<file path="config.mk">
export PLATFORM = sky130hd
export DESIGN_NAME = acc_core
export DESIGN_NICKNAME = d
export VERILOG_FILES = /design/src/rtl/acc_pkg.sv /design/src/rtl/acc_decode.sv /design/src/rtl/acc_alu.sv /design/src/rtl/acc_core.sv
export SDC_FILE = /design/constraint.sdc
export NUM_CORES = 1
export LEC_CHECK = 0
export CORE_MARGIN = 5
export CORE_UTILIZATION = 30
export DETAILED_ROUTE_END_ITERATION = 10
export HOLD_SLACK_MARGIN = 0.03
export SLEW_MARGIN = 20
export SYNTH_ARGS = -nofsm -noshare
export SYNTH_HDL_FRONTEND = slang
export SYNTH_SLANG_ARGS = --single-unit
</file>
<file path="constraint.sdc">
create_clock -name clk_i -period 15.7 [get_ports clk_i]
set_input_delay 3.14 -clock clk_i [delete_from_list [all_inputs] [get_ports clk_i]]
set_output_delay 3.14 -clock clk_i [all_outputs]
set_load 0.1 [all_outputs]
</file>
<file path="src/rtl/acc_pkg.sv">
package acc_pkg;
  localparam int OP_W = 4;

  localparam logic [OP_W-1:0] OPC_LOAD  = 4'd1;
  localparam logic [OP_W-1:0] OPC_ADD   = 4'd2;
  localparam logic [OP_W-1:0] OPC_STORE = 4'd3;
  localparam logic [OP_W-1:0] OPC_SUB   = 4'd4;
  localparam logic [OP_W-1:0] OPC_IN    = 4'd5;
  localparam logic [OP_W-1:0] OPC_OUT   = 4'd6;
  localparam logic [OP_W-1:0] OPC_HALT  = 4'd7;
  localparam logic [OP_W-1:0] OPC_JMP   = 4'd8;
  localparam logic [OP_W-1:0] OPC_SKZ   = 4'd9;
  localparam logic [OP_W-1:0] OPC_SKG   = 4'd10;
  localparam logic [OP_W-1:0] OPC_SKL   = 4'd11;

  typedef enum logic [1:0] {ALU_PASS, ALU_ADD, ALU_SUB} alu_op_e;
  typedef enum logic [1:0] {SK_ZERO, SK_POS, SK_NEG} skip_sel_e;
  typedef enum logic [2:0] {
    CL_MEMRD, CL_STORE, CL_IN, CL_OUT, CL_JMP, CL_SKIP, CL_HALT
  } class_e;

  typedef enum logic [3:0] {
    ST_F_MAR, ST_F_RD, ST_F_MDR, ST_F_IR, ST_F_INC, ST_DEC,
    ST_X_MAR, ST_X_RD, ST_X_MDR, ST_X_ALU,
    ST_S_MDR, ST_S_WR, ST_IO_IN, ST_IO_OUT, ST_HALT
  } state_e;
endpackage

</file>
<file path="src/rtl/acc_decode.sv">
module acc_decode
  import acc_pkg::*;
(
  input  logic [OP_W-1:0] op_i,
  output class_e          cls_o,
  output alu_op_e         alu_op_o,
  output skip_sel_e       skip_sel_o
);
  always_comb begin
    cls_o      = CL_HALT;
    alu_op_o   = ALU_PASS;
    skip_sel_o = SK_ZERO;
    case (op_i)
      OPC_LOAD:  cls_o = CL_MEMRD;
      OPC_ADD:   begin cls_o = CL_MEMRD; alu_op_o = ALU_ADD; end
      OPC_SUB:   begin cls_o = CL_MEMRD; alu_op_o = ALU_SUB; end
      OPC_STORE: cls_o = CL_STORE;
      OPC_IN:    cls_o = CL_IN;
      OPC_OUT:   cls_o = CL_OUT;
      OPC_JMP:   cls_o = CL_JMP;
      OPC_SKZ:   begin cls_o = CL_SKIP; skip_sel_o = SK_ZERO; end
      OPC_SKG:   begin cls_o = CL_SKIP; skip_sel_o = SK_POS; end
      OPC_SKL:   begin cls_o = CL_SKIP; skip_sel_o = SK_NEG; end
      OPC_HALT:  cls_o = CL_HALT;
      default:   cls_o = CL_HALT;  // opcode 0 and 12..15
    endcase
  end
endmodule

</file>
<file path="src/rtl/acc_alu.sv">
module acc_alu
  import acc_pkg::*;
#(
  parameter int WORD_W = 16
) (
  input  alu_op_e           op_i,
  input  logic [WORD_W-1:0] a_i,
  input  logic [WORD_W-1:0] b_i,
  output logic [WORD_W-1:0] y_o,
  output logic              zero_o,
  output logic              pos_o,
  output logic              neg_o
);
  always_comb begin
    case (op_i)
      ALU_ADD: y_o = a_i + b_i;
      ALU_SUB: y_o = a_i - b_i;
      default: y_o = b_i;
    endcase
  end

  assign zero_o = (y_o == '0);
  assign neg_o  = y_o[WORD_W-1];
  assign pos_o  = !zero_o && !neg_o;
endmodule

</file>
<file path="src/rtl/acc_core.sv">
module acc_core
  import acc_pkg::*;
#(
  parameter int ADDR_W = 12,
  localparam int WORD_W = ADDR_W + OP_W
) (
  input  logic              clk_i,
  input  logic              rst_ni,
  output logic [ADDR_W-1:0] mem_addr_o,
  output logic [WORD_W-1:0] mem_wdata_o,
  output logic              mem_we_o,
  input  logic [WORD_W-1:0] mem_rdata_i,
  output logic [ADDR_W-1:0] dev_num_o,
  output logic              dev_in_req_o,
  input  logic              dev_in_ack_i,
  input  logic [WORD_W-1:0] dev_in_data_i,
  output logic              dev_out_valid_o,
  input  logic              dev_out_ready_i,
  output logic [WORD_W-1:0] dev_out_data_o,
  output logic              halted_o
);
  state_e            state_q;
  logic [ADDR_W-1:0] pc_q, mar_q;
  logic [WORD_W-1:0] mdr_q, ir_q, acc_q;
  logic              z_q, g_q, l_q;

  logic [OP_W-1:0]   ir_op;
  logic [ADDR_W-1:0] ir_addr;
  class_e            cls;
  alu_op_e           dec_alu_op, alu_op;
  skip_sel_e         skip_sel;
  logic [WORD_W-1:0] alu_b, alu_y;
  logic              alu_z, alu_g, alu_l, skip_hit;

  assign ir_op   = ir_q[WORD_W-1 -: OP_W];
  assign ir_addr = ir_q[ADDR_W-1:0];

  acc_decode u_dec (
    .op_i      (ir_op),
    .cls_o     (cls),
    .alu_op_o  (dec_alu_op),
    .skip_sel_o(skip_sel)
  );

  // IN reuses the ALU pass path so flags come from one place
  assign alu_op = (state_q == ST_IO_IN) ? ALU_PASS : dec_alu_op;
  assign alu_b  = (state_q == ST_IO_IN) ? dev_in_data_i : mdr_q;

  acc_alu #(.WORD_W(WORD_W)) u_alu (
    .op_i  (alu_op),
    .a_i   (acc_q),
    .b_i   (alu_b),
    .y_o   (alu_y),
    .zero_o(alu_z),
    .pos_o (alu_g),
    .neg_o (alu_l)
  );

  always_comb begin
    case (skip_sel)
      SK_POS:  skip_hit = g_q;
      SK_NEG:  skip_hit = l_q;
      default: skip_hit = z_q;
    endcase
  end

  always_ff @(posedge clk_i or negedge rst_ni) begin
    if (!rst_ni) begin
      state_q <= ST_F_MAR;
      pc_q    <= '0;
      mar_q   <= '0;
      mdr_q   <= '0;
      ir_q    <= '0;
      acc_q   <= '0;
      z_q     <= 1'b1;
      g_q     <= 1'b0;
      l_q     <= 1'b0;
    end else begin
      case (state_q)
        ST_F_MAR: begin mar_q <= pc_q; state_q <= ST_F_RD; end
        ST_F_RD:  state_q <= ST_F_MDR;
        ST_F_MDR: begin mdr_q <= mem_rdata_i; state_q <= ST_F_IR; end
        ST_F_IR:  begin ir_q <= mdr_q; state_q <= ST_F_INC; end
        ST_F_INC: begin pc_q <= pc_q + ADDR_W'(1); state_q <= ST_DEC; end
        ST_DEC: begin
          case (cls)
            CL_MEMRD, CL_STORE: state_q <= ST_X_MAR;
            CL_IN:   state_q <= ST_IO_IN;
            CL_OUT:  state_q <= ST_IO_OUT;
            CL_JMP:  begin pc_q <= ir_addr; state_q <= ST_F_MAR; end
            CL_SKIP: begin
              if (skip_hit) pc_q <= pc_q + ADDR_W'(1);
              state_q <= ST_F_MAR;
            end
            default: state_q <= ST_HALT;
          endcase
        end
        ST_X_MAR: begin
          mar_q   <= ir_addr;
          state_q <= (cls == CL_STORE) ? ST_S_MDR : ST_X_RD;
        end
        ST_X_RD:  state_q <= ST_X_MDR;
        ST_X_MDR: begin mdr_q <= mem_rdata_i; state_q <= ST_X_ALU; end
        ST_X_ALU: begin
          acc_q <= alu_y;
          z_q <= alu_z; g_q <= alu_g; l_q <= alu_l;
          state_q <= ST_F_MAR;
        end
        ST_S_MDR: begin mdr_q <= acc_q; state_q <= ST_S_WR; end
        ST_S_WR:  state_q <= ST_F_MAR;
        ST_IO_IN: if (dev_in_ack_i) begin
          acc_q <= alu_y;
          z_q <= alu_z; g_q <= alu_g; l_q <= alu_l;
          state_q <= ST_F_MAR;
        end
        ST_IO_OUT: if (dev_out_ready_i) state_q <= ST_F_MAR;
        default:   state_q <= ST_HALT;
      endcase
    end
  end

  assign mem_addr_o      = mar_q;
  assign mem_wdata_o     = mdr_q;
  assign mem_we_o        = (state_q == ST_S_WR);
  assign dev_num_o       = ir_addr;
  assign dev_in_req_o    = (state_q == ST_IO_IN);
  assign dev_out_valid_o = (state_q == ST_IO_OUT);
  assign dev_out_data_o  = acc_q;
  assign halted_o        = (state_q == ST_HALT);

  AST_WRITE_PULSE: assert property (@(posedge clk_i) disable iff (!rst_ni)
    mem_we_o |=> !mem_we_o);
  AST_WRITE_ACC: assert property (@(posedge clk_i) disable iff (!rst_ni)
    mem_we_o |-> (mem_wdata_o == acc_q));
  AST_FLAG_ONE: assert property (@(posedge clk_i) disable iff (!rst_ni)
    $onehot({z_q, g_q, l_q}));
  AST_IN_HOLD: assert property (@(posedge clk_i) disable iff (!rst_ni)
    dev_in_req_o && !dev_in_ack_i |=> dev_in_req_o);
  AST_OUT_HOLD: assert property (@(posedge clk_i) disable iff (!rst_ni)
    dev_out_valid_o && !dev_out_ready_i |=>
      dev_out_valid_o && $stable(dev_out_data_o) && $stable(dev_num_o));
  AST_HALT_STICKY: assert property (@(posedge clk_i) disable iff (!rst_ni)
    halted_o |=> halted_o);
  AST_HALT_QUIET: assert property (@(posedge clk_i) disable iff (!rst_ni)
    halted_o |-> !mem_we_o && !dev_in_req_o && !dev_out_valid_o);
endmodule

</file>
==> report_table.html <==
<table>
<tr><th>Metric</th><th>Value</th></tr>
<tr><th colspan="2">Yosys</th></tr>
<tr><td>Async S/R FF share, synth</td><td>100%</td></tr>
<tr><td>Number of different library cells in the post-synthesis netlist</td><td>63</td></tr>
<tr><td>Synthesized Nets</td><td>688</td></tr>
<tr><td>Most area-consuming cells after synthesis</td><td>sky130_fd_sc_hd__dfrtp_1 35%, sky130_fd_sc_hd__mux2i_1 8.6%, sky130_fd_sc_hd__o21ai_0 5.2%</td></tr>
<tr><td>Number of register bits inferred by synthesis</td><td>78</td></tr>
<tr><td>Syn_area_per_cell</td><td>8.67 µm²</td></tr>
<tr><td>Yosys warnings</td><td>0</td></tr>
<tr><td>Seq/Total Area, Yosys</td><td>35.6%</td></tr>
<tr><td>Number of flops mapped to enable cells by yosys</td><td>0</td></tr>
<tr><td>Post-synthesis cell count</td><td>632</td></tr>
<tr><td>Top-area cell type share of the netlist area</td><td>35.2%</td></tr>
<tr><td>Post-synth top area cell</td><td>sky130_fd_sc_hd__dfrtp_1</td></tr>
<tr><td>Synth Flop Type</td><td>sky130_fd_sc_hd__dfrtp_1</td></tr>
<tr><td>Netlist area before placement</td><td>5480 µm²</td></tr>
<tr><th colspan="2">Timing</th></tr>
<tr><td>Unrepaired setup endpoints after global routing</td><td>no</td></tr>
<tr><td>Minimum clock period</td><td>7170 ps</td></tr>
<tr><td>Final number of hold-violating endpoints</td><td>0</td></tr>
<tr><td>Clock skew after layout</td><td>6.73 ps</td></tr>
<tr><td>Slew at the pin closest to its max-slew limit</td><td>1020 ps</td></tr>
<tr><td>Final setup violation count</td><td>0</td></tr>
<tr><td>Worst rel slew slack</td><td>32.0%</td></tr>
<tr><td>Maximum operating frequency</td><td>139 MHz</td></tr>
<tr><td>Period utilisation layout</td><td>45.7%</td></tr>
<tr><td>Final Slew Violations</td><td>0</td></tr>
<tr><td>Final total negative setup slack</td><td>0 ps</td></tr>
<tr><th colspan="2">Finish</th></tr>
<tr><td>Area taken by multi-input logic gates</td><td>3230 µm²</td></tr>
<tr><td>FILL cells</td><td>1813</td></tr>
<tr><td># diodes</td><td>0</td></tr>
<tr><td># nets final</td><td>756</td></tr>
<tr><td>Storage element area</td><td>1950 µm²</td></tr>
<tr><td>Number of standard cells in the layout, taps in and fillers out</td><td>934</td></tr>
<tr><td>Layout cell share with drive strength beyond 1</td><td>8.37%</td></tr>
<tr><td>Area Growth Syn to Fin</td><td>26.0%</td></tr>
<tr><th colspan="2">Route</th></tr>
<tr><td>Count of antenna-violating nets left after detailed routing</td><td>0</td></tr>
<tr><td>Via count</td><td>4880</td></tr>
<tr><td>1st-pass router iterations</td><td>5</td></tr>
<tr><td>Routed wire per std cell</td><td>17.2 µm</td></tr>
<tr><td>Post-detailed-route DRC marker count</td><td>0</td></tr>
<tr><td>Wire length reported by the detailed router</td><td>16100 µm</td></tr>
<tr><td>Avg Vias per Cell</td><td>5.22</td></tr>
<tr><td>Starting DRC count in detailed routing</td><td>536</td></tr>
<tr><th colspan="2">Status</th></tr>
<tr><td>Status</td><td>complete, no violations</td></tr>
<tr><th colspan="2">GRT</th></tr>
<tr><td>Global-route wire length before repair</td><td>25600 µm</td></tr>
<tr><td>Largest net degree at the start of global routing</td><td>79</td></tr>
<tr><td>Congestion Overflow GR</td><td>0</td></tr>
<tr><td>Number of antenna violations at the first check in global routing</td><td>0</td></tr>
<tr><td>Number of global-route vias before repair</td><td>4573</td></tr>
<tr><td>Tot GR Track Use</td><td>15.0%</td></tr>
<tr><th colspan="2">Flow run</th></tr>
<tr><td>Maximum capacitance violations</td><td>0</td></tr>
<tr><th colspan="2">Placement</th></tr>
<tr><td>Estimated wirelength of the detail-placed design</td><td>11800 µm</td></tr>
<tr><td>Number of placed cells counting well taps</td><td>918</td></tr>
<tr><td>Gpl congestion</td><td>0.872</td></tr>
<tr><td>Number of buffers inserted by port buffering</td><td>95</td></tr>
<tr><th colspan="2">Clocking</th></tr>
<tr><td>Clock buffers created by TritonCTS</td><td>9</td></tr>
<tr><td>Post-CTS Setup Repair Bufs</td><td>0</td></tr>
<tr><td>Clk buf depth</td><td>2</td></tr>
<tr><td>Count of hold buffers inserted by post-cts repair</td><td>0</td></tr>
<tr><td>Num Clock Sinks</td><td>78</td></tr>
<tr><td>Clock tree from TritonCTS</td><td>done</td></tr>
<tr><td>Number of gates resized after cts</td><td>0</td></tr>
<tr><td>Number of H-tree levels</td><td>3</td></tr>
<tr><td>Clock-pin slew on the worst setup and hold paths</td><td>60 ps</td></tr>
<tr><td>Worst-skew pair later-pin latency</td><td>350 ps</td></tr>
<tr><td>Root Driver</td><td>sky130_fd_sc_hd__clkbuf_16</td></tr>
<tr><th colspan="2">Setup path</th></tr>
<tr><td>Kind of start point of the critical path</td><td>input port</td></tr>
<tr><td>Critical Path AT</td><td>7450 ps</td></tr>
<tr><td>Kind of critical path</td><td>input port to flip-flop</td></tr>
<tr><td>Max FO, Critical Path</td><td>6</td></tr>
<tr><td>Worst path required time</td><td>15980 ps</td></tr>
<tr><td>Capturing element type of the critical path</td><td>flip-flop</td></tr>
<tr><td>Slack of the worst reg-to-reg path</td><td>10290 ps</td></tr>
<tr><td>Reg-to-Reg Start</td><td>state_q[3]</td></tr>
<tr><td>Depth of the most critical reg-to-reg path</td><td>17</td></tr>
<tr><td>Reg-to-reg endpoint</td><td>z_q</td></tr>
<tr><th colspan="2">Floorplanning</th></tr>
<tr><td>Height of the die</td><td>145 µm</td></tr>
<tr><td>Ports placed on the boundary</td><td>96</td></tr>
<tr><td>Total Die Area</td><td>21100 µm²</td></tr>
<tr><td>Starting density of the core</td><td>30.5%</td></tr>
<tr><td>Floorplan core area</td><td>18000 µm²</td></tr>
<tr><td>Cell row count</td><td>49</td></tr>
<tr><td>Horizontal extent of the die</td><td>145 µm</td></tr>
<tr><th colspan="2">Hold path</th></tr>
<tr><td>Hold depth</td><td>2</td></tr>
<tr><td>Hold path startpoint</td><td>z_q</td></tr>
<tr><td>Hold Path End</td><td>z_q</td></tr>
<tr><td>Hold Path Class</td><td>flip-flop to flip-flop</td></tr>
<tr><th colspan="2">Power and ir drop</th></tr>
<tr><td>Leakage Power</td><td>2.81 nW</td></tr>
<tr><td>Worst IR Drop VDD</td><td>0.0000498 V</td></tr>
<tr><td>Pwr/cell area</td><td>66.3 nW/µm²</td></tr>
</table>
## layer usage
metal / wire length [µm] / part of all wire (%) / track usage [%]
met5: 0 / 0 / 0
met4: 283 / 1.8 / 5.18
met3: 729 / 4.5 / 2.81
met2: 7370 / 46 / 23.5
met1: 7700 / 48 / 20.7
## synthesized netlist by cell type, types with 3 or more instances
master                      instances
sky130_fd_sc_hd__nand2b_1          13
sky130_fd_sc_hd__clkbuf_1          26
sky130_fd_sc_hd__mux2i_1           47
sky130_fd_sc_hd__a21oi_1           34
sky130_fd_sc_hd__nand2_1           62
sky130_fd_sc_hd__or4_1              4
sky130_fd_sc_hd__o2111ai_1          3
sky130_fd_sc_hd__xnor2_1            9
sky130_fd_sc_hd__or3_1              5
sky130_fd_sc_hd__o21a_1            10
sky130_fd_sc_hd__o21ai_1           23
sky130_fd_sc_hd__nor4_1             5
sky130_fd_sc_hd__a21o_1             5
sky130_fd_sc_hd__nor2_1            51
sky130_fd_sc_hd__mux2_2            16
sky130_fd_sc_hd__ha_1              19
sky130_fd_sc_hd__inv_1             15
sky130_fd_sc_hd__nand4_1            4
sky130_fd_sc_hd__buf_4             14
sky130_fd_sc_hd__o211ai_1           4
sky130_fd_sc_hd__nor3b_1           12
sky130_fd_sc_hd__o21ai_0           57
sky130_fd_sc_hd__nand3_1           12
sky130_fd_sc_hd__dfrtp_1           77
sky130_fd_sc_hd__nor3_1            15
sky130_fd_sc_hd__a31oi_1           14
sky130_fd_sc_hd__xor2_1            12
sky130_fd_sc_hd__nor2b_1            3
sky130_fd_sc_hd__o22a_1             5
sky130_fd_sc_hd__buf_2              4
sky130_fd_sc_hd__and3_1             9
## worst max-delay path: stages
cell	delay, ps
sky130_fd_sc_hd__clkdlybuf4s50_1	450
sky130_fd_sc_hd__nor3_1	200
sky130_fd_sc_hd__mux2i_1	130
sky130_fd_sc_hd__and4b_1	380
sky130_fd_sc_hd__and3_1	220
sky130_fd_sc_hd__and3_1	250
sky130_fd_sc_hd__a21oi_1	100
sky130_fd_sc_hd__xor2_1	160
sky130_fd_sc_hd__ha_1	350
sky130_fd_sc_hd__a211o_1	310
sky130_fd_sc_hd__a2111o_1	390
sky130_fd_sc_hd__nor3_1	210
sky130_fd_sc_hd__nor4_1	90
sky130_fd_sc_hd__nor3b_1	270
sky130_fd_sc_hd__o2111ai_1	200
sky130_fd_sc_hd__or4_1	430
sky130_fd_sc_hd__a21oi_1	160
## where the power goes
part           internal [mW]  switching, mW  leakage [nW]
sequential             0.201              0         0.977
combinational        0.00877        0.00749          1.67
clock                  0.153         0.0876         0.165
## cell families after synthesis
group	share of synthesized area, %
fa+ha+maj	4.70
mux	12.5
buf+inv	5.77
xor+xnor	3.36
compound gates	19.7
simple gates	18.3
flops	35.6
## worst max-delay path by stage
stage	startpoint	endpoint	cells past startpoint
2_1_floorplan	dev_in_data_i[2]	z_q	16
3_3_place_gp	dev_in_data_i[2]	z_q	17
3_5_place_dp	dev_in_data_i[2]	z_q	17
4_1_cts	dev_in_data_i[2]	z_q	17
5_1_grt	dev_in_data_i[2]	z_q	17
6_report	dev_in_data_i[2]	z_q	17
## flip-flops by register name, indices dropped and copies added, names as in the netlist
name / cells
dev_out_data_o: 16
g_q: 1
ir_q: 16
mem_addr_o: 12
mem_wdata_o: 16
pc_q: 12
state_q: 4
z_q: 1
## cells in the final DEF, fill, tap and decap left out, types with 3 or more instances in the layout
| cell type | instances |
|---|---|
| sky130_fd_sc_hd__and3_1 | 9 |
| sky130_fd_sc_hd__nor2b_1 | 3 |
| sky130_fd_sc_hd__dfrtp_1 | 77 |
| sky130_fd_sc_hd__ha_1 | 19 |
| sky130_fd_sc_hd__a31oi_1 | 14 |
| sky130_fd_sc_hd__nand2b_1 | 13 |
| sky130_fd_sc_hd__a21o_1 | 5 |
| sky130_fd_sc_hd__o21a_1 | 10 |
| sky130_fd_sc_hd__or3_1 | 5 |
| sky130_fd_sc_hd__o21ai_0 | 56 |
| sky130_fd_sc_hd__o22a_1 | 5 |
| sky130_fd_sc_hd__buf_4 | 10 |
| sky130_fd_sc_hd__nand4_1 | 4 |
| sky130_fd_sc_hd__mux2_2 | 16 |
| sky130_fd_sc_hd__clkdlybuf4s50_1 | 94 |
| sky130_fd_sc_hd__or4_1 | 4 |
| sky130_fd_sc_hd__o21ai_1 | 23 |
| sky130_fd_sc_hd__nand2_1 | 62 |
| sky130_fd_sc_hd__clkbuf_16 | 9 |
| sky130_fd_sc_hd__nor4_1 | 4 |
| sky130_fd_sc_hd__nand3_1 | 12 |
| sky130_fd_sc_hd__a21oi_1 | 34 |
| sky130_fd_sc_hd__o2111ai_1 | 3 |
| sky130_fd_sc_hd__o211ai_1 | 4 |
| sky130_fd_sc_hd__nor3_1 | 14 |
| sky130_fd_sc_hd__xor2_1 | 12 |
| sky130_fd_sc_hd__nor3b_1 | 11 |
| sky130_fd_sc_hd__inv_1 | 15 |
| sky130_fd_sc_hd__nor2_1 | 51 |
| sky130_fd_sc_hd__mux2i_1 | 47 |
| sky130_fd_sc_hd__clkbuf_8 | 3 |
| sky130_fd_sc_hd__xnor2_1 | 9 |
## metrics by stage
step	setup slack, ps	util [%]	power (mW)	hold WS (ps)	cell area [µm²]
after CTS	8550	38.4	0.465	485	6900
after global routing	8230	38.4	0.473	509	6910
final	8530	38.4	0.458	482	6910
after global placement	8290	36.5	0.221	467	6560
after detailed placement	8200	36.5	0.221	476	6560
after floorplan	9130	-	0.207	448	5480
## layout make-up
| cell class | count | share of cell area [%] |
|---|---|---|
| multi-input combinational | 489 | 46.8 |
| clock inverter | 4 | 1.11 |
| timing repair buffer | 105 | 14.9 |
| inverter | 17 | 0.924 |
| tap | 229 | 4.15 |
| clock buffer | 12 | 3.86 |
| sequential | 78 | 28.3 |
No activity file was read; power rests on OpenSTA's default activity.
